===== config.mk =====
export PLATFORM = sky130hd
export DESIGN_NAME = pio_xfer_decoder
export DESIGN_NICKNAME = d
export VERILOG_FILES = /design/src/rtl/pio_pkg.sv /design/src/rtl/pio_instr_decode.sv /design/src/rtl/pio_dev_bank.sv /design/src/rtl/pio_result.sv /design/src/rtl/pio_xfer_decoder.sv
export SDC_FILE = /design/constraint.sdc
export NUM_CORES = 1
export LEC_CHECK = 0
export ABC_AREA = 1
export BUFFER_PORTS_ARGS = -buffer_cell sky130_fd_sc_hd__buf_2
export CORE_MARGIN = 1
export CORE_UTILIZATION = 32
export DETAILED_ROUTE_END_ITERATION = 8
export PLACE_DENSITY = 0.56
export SYNTH_ARGS = -nofsm -noshare
export SYNTH_HDL_FRONTEND = slang
export SYNTH_SLANG_ARGS = --single-unit

===== constraint.sdc =====
create_clock -name clk -period 1.4 [get_ports clk]
set_clock_uncertainty 0.05 [all_clocks]
set_input_delay 0.07 -clock clk [delete_from_list [all_inputs] [get_ports clk]]
set_output_delay 0.07 -clock clk [all_outputs]
set_load 0.01 [all_outputs]

===== src/rtl/pio_pkg.sv =====
`timescale 1ns/1ps
// Shared constants and the decoded-instruction record for the
// programmed I/O transfer decoder. Assumes the 12-bit word layout
// opcode[11:9], device[8:3], function[2:0].
package pio_pkg;
    localparam logic [2:0] OPC_IO  = 3'b110;
    localparam logic [2:0] FN_IEN  = 3'b001;
    localparam logic [2:0] FN_IDIS = 3'b010;

    typedef struct packed {
        logic io_dev;   // I/O opcode, nonzero device code
        logic sel_hit;  // a populated slot is addressed
        logic f_skip;   // function bit 0
        logic f_clr;    // function bit 1
        logic f_xfer;   // function bit 2
        logic ien_set;  // device-zero enable
        logic ien_clr;  // device-zero disable
    } pio_dec_t;
endpackage


===== src/rtl/pio_instr_decode.sv =====
`timescale 1ns/1ps
// Combinational decode of one instruction word into micro-action
// flags and a one-hot slot select. Assumes slot i answers to device
// code i+1 and that device code zero is reserved for the processor.
module pio_instr_decode
    import pio_pkg::*;
#(
    parameter int WORD_W  = 12,
    parameter int NUM_DEV = 4
) (
    input  logic              instr_valid,
    input  logic [WORD_W-1:0] instr,
    output pio_dec_t          dec,
    output logic [NUM_DEV-1:0] dev_sel
);
    localparam int OPC_W  = 3;
    localparam int FN_W   = 3;
    localparam int CODE_W = WORD_W - OPC_W - FN_W;

    logic [OPC_W-1:0]  opc;
    logic [CODE_W-1:0] code;
    logic [FN_W-1:0]   fn;
    logic              is_io;

    assign opc   = instr[WORD_W-1 -: OPC_W];
    assign code  = instr[FN_W +: CODE_W];
    assign fn    = instr[FN_W-1:0];
    assign is_io = instr_valid && (opc == OPC_IO);

    // One comparator per populated slot
    for (genvar i = 0; i < NUM_DEV; i++) begin : g_sel
        assign dev_sel[i] = is_io && (code == CODE_W'(i + 1));
    end

    // Assemble the micro-action record
    always_comb begin
        dec.io_dev  = is_io && (code != '0);
        dec.sel_hit = |dev_sel;
        dec.f_skip  = fn[0];
        dec.f_clr   = fn[1];
        dec.f_xfer  = fn[2];
        dec.ien_set = is_io && (code == '0) && (fn == FN_IEN);
        dec.ien_clr = is_io && (code == '0) && (fn == FN_IDIS);
    end
endmodule


===== src/rtl/pio_dev_bank.sv =====
`timescale 1ns/1ps
// Bank of peripheral slots, each holding a ready flag and a data word.
// An event sets the flag and latches the slot's input word. A transfer
// clears the flag, and an event in the same cycle takes priority.
// Assumes dev_sel is one-hot or zero.
module pio_dev_bank #(
    parameter int                 WORD_W  = 12,
    parameter int                 NUM_DEV = 4,
    parameter logic [NUM_DEV-1:0] IN_MASK = '0
) (
    input  logic                      clk,
    input  logic                      rst_n,
    input  logic [NUM_DEV-1:0]        dev_sel,
    input  logic                      xfer_go,
    input  logic [NUM_DEV-1:0]        dev_event,
    input  logic [NUM_DEV*WORD_W-1:0] dev_in_word,
    output logic [NUM_DEV-1:0]        ready_vec,
    output logic                      sel_ready,
    output logic [WORD_W-1:0]         sel_data,
    output logic                      sel_is_input
);
    logic [WORD_W-1:0] data_q [NUM_DEV];

    for (genvar i = 0; i < NUM_DEV; i++) begin : g_slot
        // Ready flag: event sets, transfer on this slot clears
        always_ff @(posedge clk) begin
            if (!rst_n)
                ready_vec[i] <= 1'b0;
            else if (dev_event[i])
                ready_vec[i] <= 1'b1;
            else if (xfer_go && dev_sel[i])
                ready_vec[i] <= 1'b0;
        end

        // Data word: latched from the slot's input slice on each event
        always_ff @(posedge clk) begin
            if (!rst_n)
                data_q[i] <= '0;
            else if (dev_event[i])
                data_q[i] <= dev_in_word[i*WORD_W +: WORD_W];
        end
    end

    // Select the addressed slot's flag, word and direction
    always_comb begin
        sel_data = '0;
        for (int i = 0; i < NUM_DEV; i++)
            if (dev_sel[i]) sel_data = sel_data | data_q[i];
        sel_ready    = |(ready_vec & dev_sel);
        sel_is_input = |(IN_MASK & dev_sel);
    end
endmodule


===== src/rtl/pio_result.sv =====
`timescale 1ns/1ps
// Runs the micro-actions in the order skip, clear, transfer and
// registers the processor-facing results plus the interrupt enable.
// Assumes the slot flags it sees are the values before this instruction.
module pio_result
    import pio_pkg::*;
#(
    parameter int WORD_W  = 12,
    parameter int NUM_DEV = 4
) (
    input  logic               clk,
    input  logic               rst_n,
    input  pio_dec_t           dec,
    input  logic [NUM_DEV-1:0] dev_sel,
    input  logic               sel_ready,
    input  logic [WORD_W-1:0]  sel_data,
    input  logic               sel_is_input,
    input  logic [WORD_W-1:0]  acc_in,
    output logic               skip,
    output logic               acc_write,
    output logic [WORD_W-1:0]  acc_out,
    output logic [NUM_DEV-1:0] dev_start,
    output logic [WORD_W-1:0]  dev_out_word,
    output logic               int_en
);
    logic              xfer_go, ac_clr, in_xfer, out_xfer;
    logic [WORD_W-1:0] ac_after_clr;

    // Stage the ordered micro-actions for this instruction
    always_comb begin
        xfer_go      = dec.sel_hit && dec.f_xfer;
        ac_clr       = dec.io_dev && dec.f_clr;
        ac_after_clr = ac_clr ? '0 : acc_in;
        in_xfer      = xfer_go && sel_is_input;
        out_xfer     = xfer_go && !sel_is_input;
    end

    // Register pulses and data words seen by the processor
    always_ff @(posedge clk) begin
        if (!rst_n) begin
            skip         <= 1'b0;
            acc_write    <= 1'b0;
            acc_out      <= '0;
            dev_start    <= '0;
            dev_out_word <= '0;
        end else begin
            skip      <= dec.sel_hit && dec.f_skip && sel_ready;
            acc_write <= ac_clr || in_xfer;
            dev_start <= xfer_go ? dev_sel : '0;
            if (ac_clr || in_xfer)
                acc_out <= in_xfer ? (ac_after_clr | sel_data) : ac_after_clr;
            if (out_xfer)
                dev_out_word <= ac_after_clr;
        end
    end

    // Interrupt enable driven by device-zero functions
    always_ff @(posedge clk) begin
        if (!rst_n)
            int_en <= 1'b0;
        else if (dec.ien_set)
            int_en <= 1'b1;
        else if (dec.ien_clr)
            int_en <= 1'b0;
    end
endmodule


===== src/rtl/pio_xfer_decoder.sv =====
`timescale 1ns/1ps
// Top of the programmed I/O transfer decoder: instruction decode, slot
// bank and ordered result stage. Results appear one cycle after the
// instruction. irq follows the flags and enable with no extra delay.
module pio_xfer_decoder
    import pio_pkg::*;
#(
    parameter int                 WORD_W  = 12,
    parameter int                 NUM_DEV = 4,
    parameter logic [NUM_DEV-1:0] IN_MASK = 4'b0101
) (
    input  logic                      clk,
    input  logic                      rst_n,
    input  logic                      instr_valid,
    input  logic [WORD_W-1:0]         instr,
    input  logic [WORD_W-1:0]         acc_in,
    input  logic [NUM_DEV-1:0]        dev_event,
    input  logic [NUM_DEV*WORD_W-1:0] dev_in_word,
    output logic                      skip,
    output logic                      acc_write,
    output logic [WORD_W-1:0]         acc_out,
    output logic [NUM_DEV-1:0]        dev_start,
    output logic [WORD_W-1:0]         dev_out_word,
    output logic                      int_enable,
    output logic                      irq
);
    pio_dec_t           dec;
    logic [NUM_DEV-1:0] dev_sel;
    logic [NUM_DEV-1:0] ready_vec;
    logic               sel_ready, sel_is_input;
    logic [WORD_W-1:0]  sel_data;

    pio_instr_decode #(.WORD_W(WORD_W), .NUM_DEV(NUM_DEV)) u_dec (
        .instr_valid (instr_valid),
        .instr       (instr),
        .dec         (dec),
        .dev_sel     (dev_sel)
    );

    pio_dev_bank #(.WORD_W(WORD_W), .NUM_DEV(NUM_DEV), .IN_MASK(IN_MASK)) u_bank (
        .clk          (clk),
        .rst_n        (rst_n),
        .dev_sel      (dev_sel),
        .xfer_go      (dec.sel_hit && dec.f_xfer),
        .dev_event    (dev_event),
        .dev_in_word  (dev_in_word),
        .ready_vec    (ready_vec),
        .sel_ready    (sel_ready),
        .sel_data     (sel_data),
        .sel_is_input (sel_is_input)
    );

    pio_result #(.WORD_W(WORD_W), .NUM_DEV(NUM_DEV)) u_res (
        .clk          (clk),
        .rst_n        (rst_n),
        .dec          (dec),
        .dev_sel      (dev_sel),
        .sel_ready    (sel_ready),
        .sel_data     (sel_data),
        .sel_is_input (sel_is_input),
        .acc_in       (acc_in),
        .skip         (skip),
        .acc_write    (acc_write),
        .acc_out      (acc_out),
        .dev_start    (dev_start),
        .dev_out_word (dev_out_word),
        .int_en       (int_enable)
    );

    // Interrupt request: any ready slot, gated by the enable
    assign irq = int_enable && (|ready_vec);
endmodule


Word level (Yosys, flattened, before mapping):

Memories as Yosys holds them, arrays and structs flattened.
Cells that the tools add are included.

* word-level logic and storage cells: 94
* bits of input ports: 79
* flip-flop bits (word level): 35
* memory bits (writable): 48
* memories kept: 1
* output and inout bits: 32

Memory list
* u_bank.data_q: depth 4, bits a word 12, read ports 4, clocked after memory_dff 0, wr ports 4, RTL line pio_dev_bank.sv:22 `logic [WORD_W-1:0] data_q [NUM_DEV];`

* equal/unequal tests: 7
* muxes and demuxes: 33
* reduce and logical (&&, ||, !) cells: 34
* bitwise logic cells: 9

Operator list (number)
* 12-bit two-way mux: 10
* 12-bit OR: 4
* 1-bit two-way mux: 23
* 1-bit logical AND: 20
* 6-bit by 2-bit equality test with 1-bit output (second input constant): 2
* 4-bit OR reduction: 3
* 2-bit nonzero test: 5
* 6-bit by 1-bit equality test with 1-bit output (second input constant): 1
* 6-bit by 3-bit equality test with 1-bit output (second input constant): 1
* 6-bit zero test: 1
* 6-bit nonzero test: 1
* 4-bit AND: 1
* 1-bit OR: 4
* 3-bit by 1-bit equality test with 1-bit output (second input constant): 1
* 3-bit by 2-bit equality test with 1-bit output (second input constant): 1
* 3-bit equality test (second input constant): 1
* 2-bit AND reduction: 1
* 2-bit OR reduction: 1
* 1-bit zero test: 1
* 1-bit logical OR: 1

Logic depth before layout (Yosys ltp):

Gate-level depths: netlist (run 1).

* depth in word-level cells: 12
* gate-level depth with buffers: 11
* gate-level depth less buffers: 10

Cells and area by module:

Synthesis (run 1) repeated with hierarchy kept, for this count alone.

* cells, all modules: 517
* area, all modules: 4037.6 um^2

Modules (own cells, without submodules)
* pio_dev_bank: instances 1, sequential area each 1521.5 um^2, cells each 299, area each 2566.2 um^2
* pio_result: instances 1, sequential area each 620.6 um^2, cells each 171, area each 1244.9 um^2
* pio_instr_decode: instances 1, sequential area each 0.0 um^2, cells each 41, area each 202.7 um^2
* pio_xfer_decoder: instances 1, sequential area each 0.0 um^2, cells each 6, area each 23.8 um^2

Worst setup path after synthesis (run 1):

OpenSTA, ideal clock, no wires.

* path type: input to register
* start point: in rst_n
* end point: mem u_bank.data_q[0][0], enable pin
* setup time: 0.281 ns
* arrival: 0.979 ns
* buffers on the path: 2
* slack: 0.090 ns
* data required time: 1.069 ns
* stages on the path: 4
* path through: clkbuf_1 inv_1 clkbuf_1 or2_2

RTL lines
* start: declaration: RTL line pio_xfer_decoder.sv:13 `input logic rst_n,`
* end: declaration: RTL line pio_dev_bank.sv:22

Final worst setup path (run 1):

* start point: reg u_bank.ready_vec[1]
* end point: out irq

* word-level cells in the longest chain between the ends: 2

Ends and longest elaborated chain
* start: declaration: RTL line pio_dev_bank.sv:17 `output logic [NUM_DEV-1:0] ready_vec,`
* start signal: indexed assignment: RTL line pio_dev_bank.sv:28 `ready_vec[i] <= 1'b0;`
* start signal: indexed assignment: RTL line pio_dev_bank.sv:30 `ready_vec[i] <= 1'b1;`
* start signal: indexed assignment: RTL line pio_dev_bank.sv:32 `ready_vec[i] <= 1'b0;`
* 4-bit OR reduction: RTL line pio_xfer_decoder.sv:71 `assign irq = int_enable && (|ready_vec);`
* 1-bit logical AND: RTL line pio_xfer_decoder.sv:71
* end: declaration: RTL line pio_xfer_decoder.sv:25 `output logic irq`

Every way passes these cells.

==> results of run 1 <==
kinds of logic (layout without fill, tap and decap cells):
| group | Yosys count | after routing | synth area share, % |
|---|---|---|---|
| compound gates | 44 | 44 | 6.75 |
| buf+inv | 99 | 276 | 10.2 |
| simple gates | 242 | 242 | 28.5 |
| flops | 83 | 83 | 54.5 |
worst max-delay path, delay by kind of cell, from the launching register on:
family | cells | cell delay [ps]
buffers and inverters | 1 | 150
DFF | 1 | 330
AOI/OAI and AO/OA | 1 | 430
metrics by stage:
stage / util [%] / setup WS [ps] / hold WS [ps]
after floorplan: - / 89.8 / 147
after global placement: 39.9 / -58.9 / 276
after detailed placement: 39.9 / -67.6 / 280
after CTS: 45.9 / 16.1 / 0.349
after global routing: 45.9 / 3.32 / 13.6
final: 45.9 / 34.3 / 0.249
placed cells by master (no fill, tap or decap), drive strengths merged:
| cell type | n |
|---|---|
| buf | 140 |
| nor2 | 98 |
| inv | 77 |
| nand2 | 70 |
| edfxtp | 48 |
| dlygate4sd3 | 45 |
| nand3 | 39 |
| dfxtp | 35 |
| nand4 | 30 |
| a21oi | 24 |
| o21ai | 13 |
| clkbuf | 11 |
| or2 | 4 |
| o211ai | 4 |
| clkinv | 3 |
| o41a | 1 |
| a41oi | 1 |
| nor3 | 1 |
| a22oi | 1 |
routing by layer:
layer,routed length (um),vias up,global-route usage [%]
met2,4940,124,29.3
met4,226,0,6.32
met1,5220,1650,24.7
met3,601,18,3.96
met5,0,-,0
li1,-,1871,-
sequential cells by signal (all words and copies together), names as in the netlist:
signal and count:
u_bank.data_q 48, u_res.acc_out 12, u_res.dev_out_word 12, u_bank.ready_vec 4
u_res.dev_start 4, u_res.acc_write 1, u_res.int_en 1, u_res.skip 1
worst paths after layout:
kind                          startpoint                     end  slack, ps  cells past startpoint
setup / recovery     u_bank.ready_vec[1]                     irq         30                      2
hold / removal           dev_in_word[18]     u_bank.data_q[1][6]        0.2                      3
setup reg to reg     u_bank.data_q[0][5]        u_res.acc_out[5]        250                      6
hold reg to reg   u_res.dev_out_word[10]  u_res.dev_out_word[10]        420                      2
power by group through the flow:
stage / registers [uW] / clock network, uW / logic, uW
final: 2770 / 2140 / 524
after global routing: 2780 / 2320 / 589
after CTS: 2770 / 2190 / 528
after detailed placement: 2820 / 0 / 430
after global placement: 2820 / 0 / 427
after floorplan: 2790 / 0 / 203
area by class of cell:
| cell class | count | area (um2) |
|---|---|---|
| fillers | 1239 | 6500 |
| flip-flops and latches | 83 | 2140 |
| multi-input cells | 286 | 1390 |
| repair buffers | 185 | 1250 |
| inverters | 75 | 282 |
| clock buffers | 11 | 235 |
| well taps | 147 | 184 |
| clock inverters | 5 | 27.5 |
timing repair:
| action | CTS | global route |
|---|---|---|
| gates resized for setup | 0 | 0 |
| endpoints found under the hold margin | 45 | 0 |
| hold buffers | 45 | 0 |
| setup endpoints to repair | 0 | 1 |
==> results.txt, run 1 <==
* Status: complete, no violations
- Unrepaired setup endpoints after global routing: no
- Buffer type at the clock tree root: sky130_fd_sc_hd__clkbuf_16
- The count of buffers added on input and output ports is 110.
- Data arrival time of the worst path: ~1300 ps
- Top cells by instance count after synthesis: 91 x sky130_fd_sc_hd__nor2_1, 70 x sky130_fd_sc_hd__inv_1, 66 x sky130_fd_sc_hd__nand2_1
- Die outline width: about 110 um
- In this run the number of H-tree levels came out at 3.
* Total Routed Length: 11,000 um
- The number of antenna violations at the first check in global routing came to 0.
- Dominant cells by area after synthesis: sky130_fd_sc_hd__edfxtp_1 37%, sky130_fd_sc_hd__dfxtp_1 18%, sky130_fd_sc_hd__nor2_1 8.7%
- Fraction of synthesized cell area taken by the top area cell type: 36.7%
- The worst-case IR drop observed on VDD is 0.456 mV.
* HP Class: in2reg
- Final Hold Viols: 0
- Setup violation total in the final timing report: 0
- Clock tree synthesis found a total of 83 sinks.
- Setup TNS after final layout: 0 ps
* Count of final max-slew check failures: 0
* Switching power total: around 1300 uW
- The later pin in the worst-skew pair is clocked with a latency of 330 ps.
* Pleak: ~0.0027 uW
- CTS tree: built
- The worst setup path is captured at a primary output.
- Worst Max-Slew Pin Slew: 443 ps
- In this run the worst path has a maximum fanout of 3.
- Finished Cell Area: between 5000 and 6000 um2
* Mapped Area: 3930 um2
- The post-route netlist has 28.5% of its cells at a drive strength greater than 1.
* Max frequency: 732 MHz
- GRT overflow: 0
- STA classifies the critical path startpoint as a flop.
* Longest individual stage delay on the worst path: about 430 ps
- Clock-pin slew was measured on the worst setup and hold paths at 60 ps.
- The slowest stage of the critical path is the sky130_fd_sc_hd__o41a_1 cell.
* Number of library cell types mapped by synthesis: 28
* Post-CTS Setup Inserts: 0
* Layout overhead on the synthesized area: 40.1%
- Summing all placed instances gives a cell area of 4800 um2.
- At the end of routability-driven placement, the weighted congestion stood at slightly above 0.8.
- The first global-routing pass estimated 17,900 um of wire.
* Via count of the first global-routing pass: 3,704
- The floorplan has 40 rows.
- Relative slew slack: 70.4%
* Syn Inst Count: 468
- In this run, the number of DRC markers left after iteration 0 of detailed routing was 235.
- Yosys reg bits: 83
* DIE HEIGHT: 113 um
* Mean instance size in the synthesized netlist: 8.40 um2
* Max-capacitance violation count: 0
- The first detailed-routing pass ran for 6 iterations.
- Fraction of synthesis flops using an asynchronous set or reset pin: 0%
* DP HPWL: 8300 um
* Core region area: 12,000 um2
- The worst path needs roughly 1400 ps of the cycle, external delays included.
* Post-placement cell count: 731
- Via total after detailed routing: 3,663
- Number of enable-type register cells in the synthesized netlist: 48
* Post-DR wirelength/cell: around 14 um
* Switching part of the total: 23.1%
- Cell internal power was estimated by the tool at 4180 uW.
- The die covers 12,700 um2.
- When the netlist entered floorplanning its net count stood at ~550.
- In this run, the clock network consumes 39.4% of the power.
* DRC Markers: 0
- Dividing the final minimum period by the clock period gives 97.6%.
- Initial Util: 32.7%
- Among all flip-flop cells after synthesis, the most frequent one is sky130_fd_sc_hd__edfxtp_1.
- The worst setup path is of the reg2out kind.
* Number of clock buffers inserted by TritonCTS: 9
- Most numerous cell in the Yosys netlist: sky130_fd_sc_hd__nor2_1
- Traced cell by cell, the critical path runs through o41a_1 > buf_2.
- Dividing total power by cell area gives a power density of roughly 990 nW/um2.
* Maximum number of pins on one net before global-route repair: 41
- The Yosys step of the flow raised 0 warnings.
* Antenna diode count: 0
- In this run, flip-flops and latches consume slightly above 50% of the power.
* Sequential-to-total area share from yosys stat: 54.5%
- Overall power consumption after layout is estimated at roughly 5400 uW.
- Using the TritonRoute via totals, the vias-per-cell ratio works out to 4.63.
* Biggest area consumer among synthesized cells: sky130_fd_sc_hd__edfxtp_1
- The count of nets left with antenna violations once routing finished came out at 0.
- In the final design database the tool counted ~720 nets.
- Data on the critical path is required at its endpoint by 1280 ps.
- All-Layer GR Usage: 18.4%
- The count of cells in the finished layout, fillers not included, comes to 792.
- Number of I/O pins: 111
* Combinational share of power: 9.6%
* Buffers from clock root to sink, at most: 2
No activity file was read; power rests on OpenSTA's default activity.
==> inputs of run 2 (changes only) <==
--- a/config.mk
+++ b/config.mk
@@ -8,9 +8,9 @@
 export ABC_AREA = 1
 export BUFFER_PORTS_ARGS = -buffer_cell sky130_fd_sc_hd__buf_2
 export CORE_MARGIN = 1
-export CORE_UTILIZATION = 32
+export CORE_UTILIZATION = 40
 export DETAILED_ROUTE_END_ITERATION = 8
-export PLACE_DENSITY = 0.56
+export PLACE_DENSITY = 0.67
 export SYNTH_ARGS = -nofsm -noshare
 export SYNTH_HDL_FRONTEND = slang
 export SYNTH_SLANG_ARGS = --single-unit
==> run 2 against run 1 <==
Against the previous run: the run now ends with negative hold slack left; setup slack got worse by 3.4 ps; combinational power rose by 2%; cell area fell by 0.52%; critical endpoint unchanged; power fell by 6.5%.
==> results.txt, run 2 (synthesis results as in run 1) <==
- CTS tree: built
- Buffer type at the clock tree root: sky130_fd_sc_hd__clkbuf_8
- DIE HEIGHT: 101 um (-10%)
* Largest fanout on the critical path: 3 (unchanged)
- The highest ir drop seen on vdd is 0.547 mV (+20%).
- Antenna violations before repair: 0 (unchanged)
* Unrepaired setup endpoints after global routing: no
- The largest registers in the layout are u_bank.data_q x48, u_res.acc_out x12, u_res.dev_out_word x12.
- Leaving out fill and tap cells, the most frequent cell in the layout is sky130_fd_sc_hd__buf_2.
- First-pass GRT wire length: 17,200 um (-3.9%)
- Standard-cell rows: 35 (-13%)
- Final-layout worst hold slack: -5.97 ps (-6.22 ps)
* Clock Sinks: 83 (unchanged)
- The maximum number of pins on one net before global-route repair came to 41 (unchanged).
- Number of nets with antenna violations after routing: 0 (unchanged)
* Total Routed Length: 10,500 um (-4.0%)
- Max-capacitance violation count: 0 (unchanged)
* Die footprint: 10,200 um2 (-20%)
- The maximum clock frequency was 730 MHz (-0.25%).
- Least setup slack across all paths after layout: 30.9 ps (-3.40 ps)
- Worst Max-Slew Pin Slew: 473 ps (+29.3 ps)
* Violated checks: negative hold slack
- GRT overflow: 0 (unchanged)
- The detailed-routed wire length on met2 is 4940 um (+0.10%).
* DRC Markers: 0 (unchanged)
- Number of clock buffers inserted by TritonCTS: 9 (unchanged)
- The area of the multi-input gates is 1390 um2 (unchanged).
* Longest individual stage delay on the worst path: 420 ps (about the same)
- The critical path arrival is 1250 ps (about the same).
- The critical path is of the reg2out type.
* Number of I/O pins: 111 (unchanged)
- The HPWL reported at the end of detailed placement came to 7570 um (-8.9%).
- Worst EP required: 1280 ps (about the same)
* Register area: 2140 um2 (about the same)
- Cells along the critical path: o41a_1 > buf_2
* Length of routed wiring on met1: 4740 um (-9.2%)
- The total global-route track usage was 22.2% (+3.8 points).
- Total of fill cells in the finished design: 850 (-31%)
- The post-route setup TNS came to 0 ps (unchanged).
- STA classifies the critical path startpoint as a flop.
* Core region area: 9370 um2 (-22%)
* Max Used Layer: met4
* Largest reg by FF count: u_bank.data_q
- The initial standard-cell utilization of the core came to 42.0% (+9.2 points).
- The number of global-route vias before repair was 3,708 (+0.11%).
- The total power density per cell area came to 927 nW/um2 (-6.0%).
- The clock slew seen by the registers of the worst setup and hold paths came to 80 ps (+20 ps).
* Final Hold Viols: 1 (+1)
* Final critical path time including I/O delays and setup: 1370 ps (+3.40 ps)
* Final GP Congestion: 0.867 (+4.9%)
- The number of nets in the layout is 723 (+0.56%).
* Setup violation total in the final timing report: 0 (unchanged)
- The width of the chip was 101 um (-10%).
- The worst setup path is captured at a primary output.
* Pleak: 0.00265 uW (-0.50%)
- The final count of pins violating max slew is 0 (unchanged).
* Setup slack after placement: -77.0 ps (-9.37 ps)
- HP Class: in2reg
- The setup fix buffers added after clock tree synthesis is 0 (unchanged).
- Layout overhead on the synthesized area: 39.4%
- DR WL met3: 577 um (-4.0%)
* Number of optimization iterations in the first detailed-route pass: 5 (-1)
- Skew-Pair Late Insertion Delay: 350 ps (+20 ps)
* Via total after detailed routing: 3,690 (+0.74%)
- Antenna diode count: 0 (unchanged)
- Buffers from clock root to sink, at most: 2 (unchanged)
- The average via count per standard cell was 4.74 (+2.5%).
- The number of design-rule violations left by the first detailed-router iteration is 177 (-25%).
- Port bufs: 110 (unchanged)
* Pwr Total: 5080 uW (-6.5%)
- The share of post-route cells with drive strength above 1 came to 27.9% (-0.64 points).
* Status: complete, but fails checks
- Commonest cells after routing, fill and taps aside: 110 x sky130_fd_sc_hd__buf_2, 91 x sky130_fd_sc_hd__nor2_1, 70 x sky130_fd_sc_hd__inv_1, 66 x sky130_fd_sc_hd__nand2_1, 52 x sky130_fd_sc_hd__dlygate4sd3_1
- Fraction of the cycle the final worst path needs: 97.8% (+0.24 points)
- Post-DR wirelength/cell: 13.6 um (-2.3%)
* Max FFs per register: 48 (unchanged)
- The relative slew slack is 68.4% (-2.0 points).
- Critical-path top delay cell: sky130_fd_sc_hd__o41a_1
- H-tree lvl count: 3 (unchanged)
[run 2: worst paths after layout]
| check | cells after the start | startpoint | slack (ps) | endpoint |
|---|---|---|---|---|
| min | 3 | dev_in_word[29] | -6 | u_bank.data_q[2][5] |
| max | 2 | u_bank.ready_vec[0] | 30 | irq |
| min reg2reg | 2 | u_res.dev_out_word[2] | 420 | u_res.dev_out_word[2] |
| max reg2reg | 6 | u_bank.data_q[0][7] | 290 | u_res.acc_out[7] |
[run 2: what timing repair did]
action,4_1_cts,5_1_grt
gates resized for setup,0,1
setup endpoints to repair,0,1
hold buffers,52,0
hold endpoints to repair,52,0
[run 2: report_power, final]
group	internal, uW	leakage (uW)	total (uW)	switching (uW)
logic	261	0.00175	534	273
clock network	954	0.000109	1790	833
registers	2710	0.000799	2760	49.6
[run 2: cell type report]
type | instances | share of cell area [%]
sequential | 83 | 39.1
multi-input combinational | 286 | 25.3
timing repair buffer | 189 | 23.7
inverter | 75 | 5.14
clock buffer | 13 | 2.97
tap | 129 | 2.95
clock inverter | 3 | 0.822
[run 2: metrics by stage]
stage | std cells | cell area (um2) | util [%]
finish | 778 | 5480 | 58.5
floorplan | 468 | 3930 | -
detailed placement | 710 | 4750 | 50.7
global placement | 710 | 4750 | 50.7
global route | 778 | 5480 | 58.5
CTS | 778 | 5480 | 58.5
[run 2: critical path, delay by kind of cell, from the launching register on]
family          cells  cell delay (ps)
compound gates      1              420
flops               1              330
buf+inv             1              150
[run 2: layer usage]
| metal | GRT usage [%] | vias up |
|---|---|---|
| met4 | 10.0 | 0 |
| met1 | 28.2 | 1660 |
| met5 | 0 | - |
| met3 | 3.17 | 24 |
| met2 | 37.5 | 130 |
| li1 | - | 1876 |
==> inputs of run 3 (changes only) <==
--- a/config.mk
+++ b/config.mk
@@ -6,11 +6,11 @@
 export NUM_CORES = 1
 export LEC_CHECK = 0
 export ABC_AREA = 1
-export BUFFER_PORTS_ARGS = -buffer_cell sky130_fd_sc_hd__buf_2
 export CORE_MARGIN = 1
 export CORE_UTILIZATION = 40
 export DETAILED_ROUTE_END_ITERATION = 8
-export PLACE_DENSITY = 0.67
+export DONT_BUFFER_PORTS = 1
+export PLACE_DENSITY = 0.57
 export SYNTH_ARGS = -nofsm -noshare
 export SYNTH_HDL_FRONTEND = slang
 export SYNTH_SLANG_ARGS = --single-unit
==> constraint.sdc (replaced) <==
create_clock -name clk -period 1.4 [get_ports clk]
set_clock_uncertainty 0.05 [all_clocks]
set_input_delay 0.07 -clock clk [delete_from_list [all_inputs] [get_ports clk]]
set_output_delay 0.07 -clock clk [all_outputs]
set_load 0.005 [all_outputs]
==> run 3 against run 2 <==
Against the previous run: the run now ends clean; register-to-register slack improved by 50 ps; sequential share of layout area increased by 3.4 points; combinational power is 18% lower; die area is the same; setup slack improved by 99 ps; global-route usage fell by 0.59 points; worst hold slack better by 7.3 ps; critical path type unchanged; largest power group unchanged; highest routed layer unchanged.
==> results.txt, run 3 (synthesis results as in run 1) <==
- Status: complete, no violations
- The delay contributed by the slowest stage of the critical path is 480 ps (+60 ps).
- Initial Util: 42.0% (unchanged)
- The flip-flop and latch area is 2140 um2 (about the same).
- Worst EP required: 1280 ps (about the same)
* Relative slew slack: 68.3% (-0.13 points)
- Max-capacitance violation count: 0 (unchanged)
- Switching power total: 1150 uW (about the same)
- The core area came to 9370 um2 (unchanged).
* Buffers from clock root to sink, at most: 2 (unchanged)
- The count of TritonRoute iterations in the first routing pass came to 4 (-1).
- Number of I/O pins: 111 (unchanged)
- Die outline width: 101 um (unchanged)
- Largest reg by FF count: u_bank.data_q
* Clock Sinks: 83 (unchanged)
- The logic gate share of total power is 8.8% (-1.7 points).
- The total power density per cell area came to 983 nW/um2 (+6.0%).
- First-iteration detailed-routing DRC count: 209 (+18%)
- Final Hold Viols: 0 (-1)
- Clock-pin slew of the registers on the worst-case setup and hold paths: 80 ps (about the same)
- Total Routed Length: 10,400 um (-1.1%)
* Final net count: 615 (-15%)
- Least setup slack across all paths after layout: 130 ps (+99.2 ps)
- Standard-cell rows: 35 (unchanged)
* Worst Max-Slew Pin Slew: 474 ps (+1.50 ps)
- Category of the worst setup path launch point: flop
* Setup violation total in the final timing report: 0 (unchanged)
- The wire length of the first global-routing pass was 16,600 um (-3.6%).
- The worst-skew pair later-pin latency was 350 ps (about the same).
- Max frequency: 787 MHz (+7.8%)
- Final GP Congestion: 0.900 (+3.8%)
- Compared with the post-synthesis result, the final layout area differs by 28.1%.
* Maximum vdd drop: 0.548 mV (+0.25%)
* Hold depth: 4 (+1)
* Post-DR wirelength/cell: 15.6 um (+15%)
- The leakage component of the power was 0.00219 uW (-18%).
- The post-route setup TNS was 0 ps (unchanged).
* Die footprint: 10,200 um2 (unchanged)
- Unrepaired setup endpoints after global routing: no
* Placed standard-cell area: 4120 um2 (-13%)
* DRC Markers: 0 (unchanged)
- Kind of cell with the highest combined delay on the critical path: compound AO/OA/AOI/OAI gates
- Fraction of the cycle the final worst path needs: 90.7% (-7.1 points)
- Via count of the first global-routing pass: 3,329 (-10%)
- Commonest non-fill, non-tap cell in the layout: sky130_fd_sc_hd__nor2_1
* Setup slack after placement: 46.9 ps (+124 ps)
- Number of nets with antenna violations after routing: 0 (unchanged)
- H-tree lvl count: 3 (unchanged)
- The tree is rooted in a sky130_fd_sc_hd__clkbuf_8.
- Final-layout worst hold slack: 1.30 ps (+7.27 ps)
- The largest registers in the layout are u_bank.data_q x48, u_res.acc_out x12, u_res.dev_out_word x12.
* Data arrival time of the worst path: 1150 ps (-100 ps)
- Clock network fraction of total power: 35.4% (+0.2 points)
* Share of power burned in registers: 55.8% (+1.5 points)
- WS Path Type: reg2out
* Area occupied by multi-input gates: 1430 um2 (+3.2%)
- The number of buffers created by CTS was 9 (unchanged).
- The total number of vias was 3,309 (-10%).
- Final critical path time including I/O delays and setup: 1270 ps (-99.2 ps)
* Number of cells on the worst reg-to-reg path: 6 (unchanged)
- Number of buffer and inverter stages on the critical path: 0 (-1)
- Commonest cells after routing, fill and taps aside: 82 x sky130_fd_sc_hd__nor2_1, 70 x sky130_fd_sc_hd__inv_1, 65 x sky130_fd_sc_hd__dlygate4sd3_1, 61 x sky130_fd_sc_hd__nand2_1, 48 x sky130_fd_sc_hd__edfxtp_1
- DIE HEIGHT: 101 um (unchanged)
* Largest fanout on the critical path: 3 (unchanged)
- Maximum number of pins on one net before global-route repair: 41 (unchanged)
- The total internal power came to 3800 uW (-3.3%).
- Vias per cell: 4.94 (+4.1%)
* Post-CTS Setup Inserts: 0 (unchanged)
- The largest individual stage delay along the critical path comes from the cell sky130_fd_sc_hd__o41a_1.
* Cells along the critical path: o41a_1
* Fraction of layout cells with a size suffix above 1: 13.7% (-14 points)
- The final count of pins violating max slew is 0 (unchanged).
- Switching part of the total: 23.3% (+0.59 points)
- The logic depth of the worst setup path including buffers came to 1 (-1).
- Total of fill cells in the finished design: 861 (+1.3%)
* Layout Cells excl Fill: 670 (-14%)
- The flip-flop count of the largest register after layout is 48 (unchanged).
- The final instance area was 5040 um2 (-8.1%).
* Antenna diode count: 0 (unchanged)
- Post-placement cell count: 587 (-17%)
- The worst hold path belongs to the class in2reg.
- Antenna violations before repair: 0 (unchanged)
- TritonCTS built the clock tree.
- DP HPWL: 7330 um (-3.1%)
- The worst setup path is captured at a primary output.
- The total grt overflow came to 0 (unchanged).
- The count of input and output buffers came to 0 (-100%).
- The total global-route track usage came to 21.6% (-0.59 points).
## run 3: cell types whose count changed in the layout (fill, tap and decap cells not counted), sizes merged
cell | before | now
buf | 137 | 15
dlygate4sd3 | 52 | 65
clkinv | 1 | 2
inv | 76 | 77
dlymetal6s4s | 0 | 1
clkbuf | 13 | 11
## run 3: through the flow
stage / utilization (%) / power [uW]
floorplan: - / 3000
global placement: 43.9 / 3080
detailed placement: 43.9 / 3090
CTS: 53.1 / 4970
global route: 53.8 / 5150
finish: 53.8 / 4950
## run 3: path summary, 6_finish.rpt
check / slack, ps / start / to
min: 1 / instr[4] / u_res.skip
min reg2reg: 450 / u_res.dev_out_word[10] / u_res.dev_out_word[10]
max: 130 / u_bank.ready_vec[0] / irq
max reg2reg: 340 / u_bank.data_q[1][6] / u_res.acc_out[6]
## run 3: metal layers
metal	share of wire (%)	track usage (%)	vias to the layer above
li1	-	-	1657
met1	46	29.5	1513
met2	46	34.7	128
met3	6.9	3.73	11
met4	1.1	7.47	0
met5	0	0	-
## run 3: area by class of cell
| type | instances | share of cell area (%) |
|---|---|---|
| repair buffers | 81 | 16.3 |
| inverters | 75 | 5.59 |
| flip-flops and latches | 83 | 42.5 |
| multi-input cells | 286 | 28.4 |
| clock buffers | 11 | 2.83 |
| clock inverters | 5 | 1.17 |
| well taps | 129 | 3.20 |
## run 3: what timing repair did
| action | in CTS | in global routing |
|---|---|---|
| endpoints found under the setup margin | 0 | 12 |
| hold buffers | 66 | 0 |
| endpoints found under the hold margin | 78 | 0 |
| resized for setup | 0 | 22 |
## run 3: power groups by stage
stage | clock network (uW) | registers (uW) | logic [uW]
after detailed placement | 0 | 2820 | 266
after CTS | 1790 | 2760 | 423
after global placement | 0 | 2820 | 264
after global routing | 1890 | 2780 | 485
after floorplan | 0 | 2790 | 203
final | 1750 | 2760 | 437
